$ cat src/rtl/msi_collector.sv
module msi_collector #(
  parameter int NVEC = 32,
  parameter int MSG_W = 16,
  parameter logic [31:0] SIG_RESET = 32'hFFE0_6540
) (
  input  logic             clk,
  input  logic             rst_n,
  input  logic             cfg_we,
  input  logic [2:0]       cfg_sel,
  input  logic [31:0]      cfg_wdata,
  input  logic             in_valid,
  input  logic [63:0]      in_addr,
  input  logic [MSG_W-1:0] in_data,
  output logic [NVEC-1:0]  status_o,
  output logic [NVEC-1:0]  mask_o,
  output logic             irq_o
);
  localparam int VEC_W = $clog2(NVEC);

  logic [31:0] tgt_lo, tgt_hi, sig;
  logic [NVEC-1:0] status, mask, hit_vec, clr_vec;
  logic addr_ok, data_ok, hit;

  assign addr_ok = (in_addr[63:32] == tgt_hi) && (in_addr[31:1] == tgt_lo[31:1]) && !in_addr[0];
  assign data_ok = ((in_data ^ sig[MSG_W-1:0]) & sig[16 +: MSG_W]) == '0;
  assign hit     = in_valid && tgt_lo[0] && addr_ok && data_ok;
  assign hit_vec = hit ? (NVEC'(1) << in_data[VEC_W-1:0]) : '0;
  assign clr_vec = (cfg_we && cfg_sel == 3'd3) ? cfg_wdata[NVEC-1:0] : '0;

  always_ff @(posedge clk) begin
    if (!rst_n) begin
      tgt_lo <= '0;
      tgt_hi <= '0;
      sig    <= SIG_RESET;
      status <= '0;
      mask   <= '1;
    end else begin
      status <= (status & ~clr_vec) | hit_vec;
      if (cfg_we) begin
        case (cfg_sel)
          3'd0: tgt_lo <= cfg_wdata;
          3'd1: tgt_hi <= cfg_wdata;
          3'd2: sig    <= cfg_wdata;
          3'd4: mask   <= mask | cfg_wdata[NVEC-1:0];
          3'd5: mask   <= mask & ~cfg_wdata[NVEC-1:0];
          default: ;
        endcase
      end
    end
  end

  assign status_o = status;
  assign mask_o   = mask;
  assign irq_o    = |(status & ~mask);
endmodule


$ cat config.mk
export PLATFORM = sky130hd
export DESIGN_NAME = msi_collector
export DESIGN_NICKNAME = d
export VERILOG_FILES = /design/src/rtl/msi_collector.sv
export SDC_FILE = /design/constraint.sdc
export NUM_CORES = 1
export LEC_CHECK = 0
export CAP_MARGIN = 15
export CORE_UTILIZATION = 30
export CTS_CLUSTER_DIAMETER = 50
export DETAILED_ROUTE_END_ITERATION = 12
export GPL_ROUTABILITY_DRIVEN = 1
export GPL_TIMING_DRIVEN = 1
export SLEW_MARGIN = 10
export SYNTH_ARGS = -nofsm -noshare
export SYNTH_HDL_FRONTEND = slang
export SYNTH_SLANG_ARGS = --single-unit
export TNS_END_PERCENT = 5
$ cat constraint.sdc
create_clock -name clk -period 5.4 [get_ports clk]
set_clock_uncertainty 0.05 [all_clocks]
set_input_delay 1.35 -clock clk [delete_from_list [all_inputs] [get_ports clk]]
set_output_delay 1.35 -clock clk [all_outputs]
set_load 0.02 [all_outputs]
Yosys cells after proc, flatten, opt, wreduce, memory -nomap -nowiden

Cells that the tools add are included.

Register bits: 160
Output and inout bits: 65

Equality and inequality tests: 7
Shift-type cells: 1
Multiplexer cells: 3
Bitwise logic cells: 10
Reduce and logical (&&, ||, !) cells: 15

Operator list:

| operator                                                            | count |
|---|---|
| 32-bit AND                                                          | 3 |
| 32-bit inverter                                                     | 3 |
| 32-bit 2-to-1 mux                                                   | 2 |
| 32-bit bitwise OR                                                   | 2 |
| 32-bit one-hot mux with 2 select lines                              | 1 |
| 32-bit == test                                                      | 1 |
| 32-bit OR reduction                                                 | 1 |
| 1-bit by 5-bit << shifter with 32-bit output (first input constant) | 1 |
| 31-bit == test                                                      | 1 |
| 16-bit AND                                                          | 1 |
| 16-bit zero test                                                    | 1 |
| 16-bit bitwise XOR                                                  | 1 |
| 2-bit AND reduction                                                 | 4 |
| 3-bit by 2-bit == test with 1-bit output (second input constant)    | 2 |
| 3-bit == test (second input constant)                               | 2 |
| 1-bit logical AND                                                   | 6 |
| 3-bit by 1-bit == test with 1-bit output (second input constant)    | 1 |
| 3-bit zero test                                                     | 1 |
| 2-bit nonzero test                                                  | 1 |
| 1-bit zero test                                                     | 1 |

Longest topological paths before layout

Depth in word-level cells: 7
Depth in mapped cells: 7

Worst setup path after synthesis

No wires, ideal clock.

Kind: in2reg
Start point: input in_data[4]
End point: register status[10] (netlist: status_o[10])
Library setup time: 0.059 ns
Arrival: 2.574 ns
Required time: 5.291 ns
Setup slack: 2.717 ns
Stages on the path: 7
Path buffers: 2
Path through: buf_2 xor2_1 a22oi_1 nand4_1 nor2_1 clkbuf_1 a31o_1

Longest elaborated chain between the ends: 6

Ends and longest elaborated chain:

| element              | RTL line | RTL |
|---|---|---|
| from (decl)          | 13       | `input logic [MSG_W-1:0] in_data,` |
| 16-bit bitwise XOR   | 25       | `assign data_ok = ((in_data ^ sig[MSG_W-1:0]) & sig[16 +: MSG_W]) == '0;` |
| 16-bit AND           | 25       |  |
| 16-bit zero test     | 25       |  |
| 1-bit logical AND    | 26       | `assign hit = in_valid && tgt_lo[0] && addr_ok && data_ok;` |
| 32-bit 2-to-1 mux *  | 27       | `assign hit_vec = hit ? (NVEC'(1) << in_data[VEC_W-1:0]) : '0;` |
| 32-bit bitwise OR *  | 38       | `status <= (status & ~clr_vec) \| hit_vec;` |
| to (signal assigned) | 38       |  |
| to (decl)            | 21       | `logic [NVEC-1:0] status, mask, hit_vec, clr_vec;` |

Every way passes the cells marked *; elsewhere a longest branch is shown, timed or not.
A chain may end at the register's enable or synchronous reset.

Worst setup path after layout

Start point: register status[21] (netlist: status_o[21])
End point: output irq_o

Longest elaborated chain between the ends: 2

Ends and longest elaborated chain:

| element             | RTL line | RTL |
|---|---|---|
| 32-bit AND          | 54       | `assign irq_o = \|(status & ~mask);` |
| 32-bit OR reduction | 54       |  |
| to (decl)           | 16       | `output logic irq_o` |

Every way passes these cells.

==> out/qor.csv <==
stage,metric,value,unit
run_status,status,"finished, final reports clean",
pwr,Pwr Density,270,nW/um^2
finish,layout cells sized above 1,4.86,%
detailed_routing,Initial DRC Count,529,
sta,min cycle time layout,3.69,ns
floorplanning,starting utilization of the core area,30.7,%
place,# port buffers,183,
critical_path,Crit Path Category,register to primary output,
detailed_routing,Via-to-Cell Ratio,4.88,
synth,Ys Warns,0,
sta,Hold Slack,0.409,ns
sta,Slew @ Worst Pin,1.09,ns
global_route,initial antenna violation count,0,
finish,"commonest non-fill, non-tap cell in the layout",nand2_1,
clock_network,Clock Path Buffers,2,
synth,Post-synth EDFFs,0,
sta,RSZ-0062 raised after global routing,no,
critical_path,Setup crit end kind,primary output,
clock_network,CTS tree,yes,
synth,synth unique cells,35,
critical_path,Critical Path AT,2.29,ns
clock_network,Inserted Clock Buffers,17,
detailed_routing,DR WL/cell,19.6,um
sta,Relative slew margins,26.9,%
synth,syn nets,1069,
detailed_routing,DRC,0,
clock_network,clk_lat worst skew,0.43,ns
clock_network,htree depth,4,
floorplanning,die area,25700,um^2
job,max_cap viols,0,
place,Placed Cells,1402,
sta,fin crit share,68.3,%
finish,"commonest cells after routing, fill and taps aside","nand2_1 (315), clkdlybuf4s50_1 (182), dfxtp_1 (160), xor2_1 (77), a21boi_0 (65)",
synth,Avg Inst Size Synth,7.91,um^2
synth,ys flop type,dfxtp_1,
global_route,GRT overflow,0,
detailed_routing,Detailed Routing Iterations Pass 1,5,
critical_path,FF-to-FF setup slack,3.10,ns
detailed_routing,DR vias,7009,
clock_network,# Post-CTS Setup Buffers,0,
global_route,gr usage total,21.7,%
sta,Final WS setup,1.71,ns
critical_path,CP Launch Type,register,
floorplanning,Die Wd,160,um
floorplanning,Core Area,24500,um^2
synth,sequential share of the synthesized area,42.6,%
sta,max frequency,271,MHz
clock_network,clk sinks,160,
global_route,vias in the first global route,6556,
floorplanning,# IOs,184,
detailed_routing,Routed WL,28200,um
finish,Area Overhead vs Synth,35.5,%
place,routability cong.,0.861,
finish,Post-Route Utilization,41.6,%
floorplanning,Die Y,160,um
place,hpwl dp,19400,um
detailed_routing,Final ANT Viol Nets,0,
clock_network,post-CTS sizing,0,
clock_network,hold buffers post-CTS,0,
finish,Final #Nets,1218,
sta,final setup vio count,0,
place,pre-CTS setup slack,1.61,ns
synth,asr flop ratio synth,0,%
synth,Syn Inst Count,950,
synth,#FFs+latches synth,160,
floorplanning,Cell Rows,57,
global_route,first-pass GRT wire length,41100,um
finish,area of the multi-input gates,3930,um^2
finish,filler cell count,2447,
clock_network,clock transition at the registers of the reported paths,0.06,ns
finish,"non-filler cells, final",1436,
global_route,largest net degree at the start of global routing,93,
worst_hold_path,min-delay worst type,register to register,
synth,Synth Cell Area,7510,um^2
sta,final setup TNS,0,ns
sta,Fin. Hold Viols,0,
finish,Storage cell area,3200,um^2
critical_path,Crit Path Max Fanout,3,
clock_network,Root Driver,clkbuf_16,
pwr,VDD IR max,0.000204,V
finish,# diodes,0,
pwr,P_leak,3.85,nW
sta,Pins Over Slew Limit,0,
critical_path,Critical Path RT,4.00,ns
metal layers:
metal,wire length [um],vias to the layer above,global-route usage (%)
met4,371,0,4.94
met2,13200,225,35.1
li1,-,3480,-
met3,1600,20,4.49
met5,0,-,0
met1,13000,3284,29.5
area by class of cell:
class	count	area share, %
Clock buffer	20	4.39
Clock inverter	12	1.33
Inverter	33	1.22
Multi-Input combinational cell	693	38.6
Sequential cell	160	31.5
Tap cell	324	3.98
Timing Repair Buffer	194	19.1
kinds of logic (layout without fill, tap and decap cells):
| group | after synthesis | count (layout) | share of synthesized area, % |
|---|---|---|---|
| AND/OR/NAND/NOR | 414 | 414 | 23.6 |
| XOR/XNOR | 79 | 79 | 9.21 |
| flip-flops | 160 | 160 | 42.6 |
| AO/OA/AOI/OAI | 200 | 200 | 19.3 |
| buffers and inverters | 97 | 259 | 5.26 |
final timing paths:
path | start | end | cells after the start
min reg2reg | sig[18]$_SDFFE_PN0P_ | sig[18]$_SDFFE_PN0P_ | 2
max | status_o[21]$_SDFF_PN0_ | irq_o | 6
min | sig[18]$_SDFFE_PN0P_ | sig[18]$_SDFFE_PN0P_ | 2
max reg2reg | tgt_lo[8]$_SDFFE_PN0P_ | status_o[5]$_SDFF_PN0_ | 6
Yosys cell counts, types with 2 or more instances:
cell type	n	area, um^2
nand3_1	19	95.1
o22ai_1	14	87.6
nand2_1	315	1180
nand4_1	5	31.3
dfxtp_1	160	3200
a31o_1	31	272
a22oi_1	8	60.1
buf_2	4	20.0
a21boi_1	15	113
xor2_1	77	674
buf_6	3	33.8
inv_1	33	124
buf_1	3	11.3
xnor2_1	2	17.5
o211ai_1	32	240
clkbuf_1	53	199
nor2_1	26	97.6
nor3b_1	11	82.6
a221oi_1	2	17.5
and3_1	2	12.5
nor4_1	17	106
a21boi_0	65	488
nor3_1	5	25.0
nor4_2	4	50.1
and3b_1	3	26.3
a21oi_1	32	160
per-stage QoR:
stage	instance area, um^2	power, mW
final	10200	2.74
after global routing	10200	2.84
after CTS	10100	2.76
after detailed placement	9550	1.56
after global placement	9550	1.56
after floorplan	7510	1.37
critical path, cell delays in order (launching register included):
cell and delay (ns):
dfxtp_1 0.34, inv_1 0.10, o22ai_1 0.12, nor4_1 0.39
and3_1 0.27, nand3_1 0.08, clkdlybuf4s50_1 0.57
power by group:
group          internal (mW)  leakage, nW  switching, mW
sequential              1.21         1.30         0.0190
combinational          0.143         2.29          0.168
clock                  0.695        0.273          0.513
total                   2.04         3.85          0.700
(Power assumes the default switching activity.)
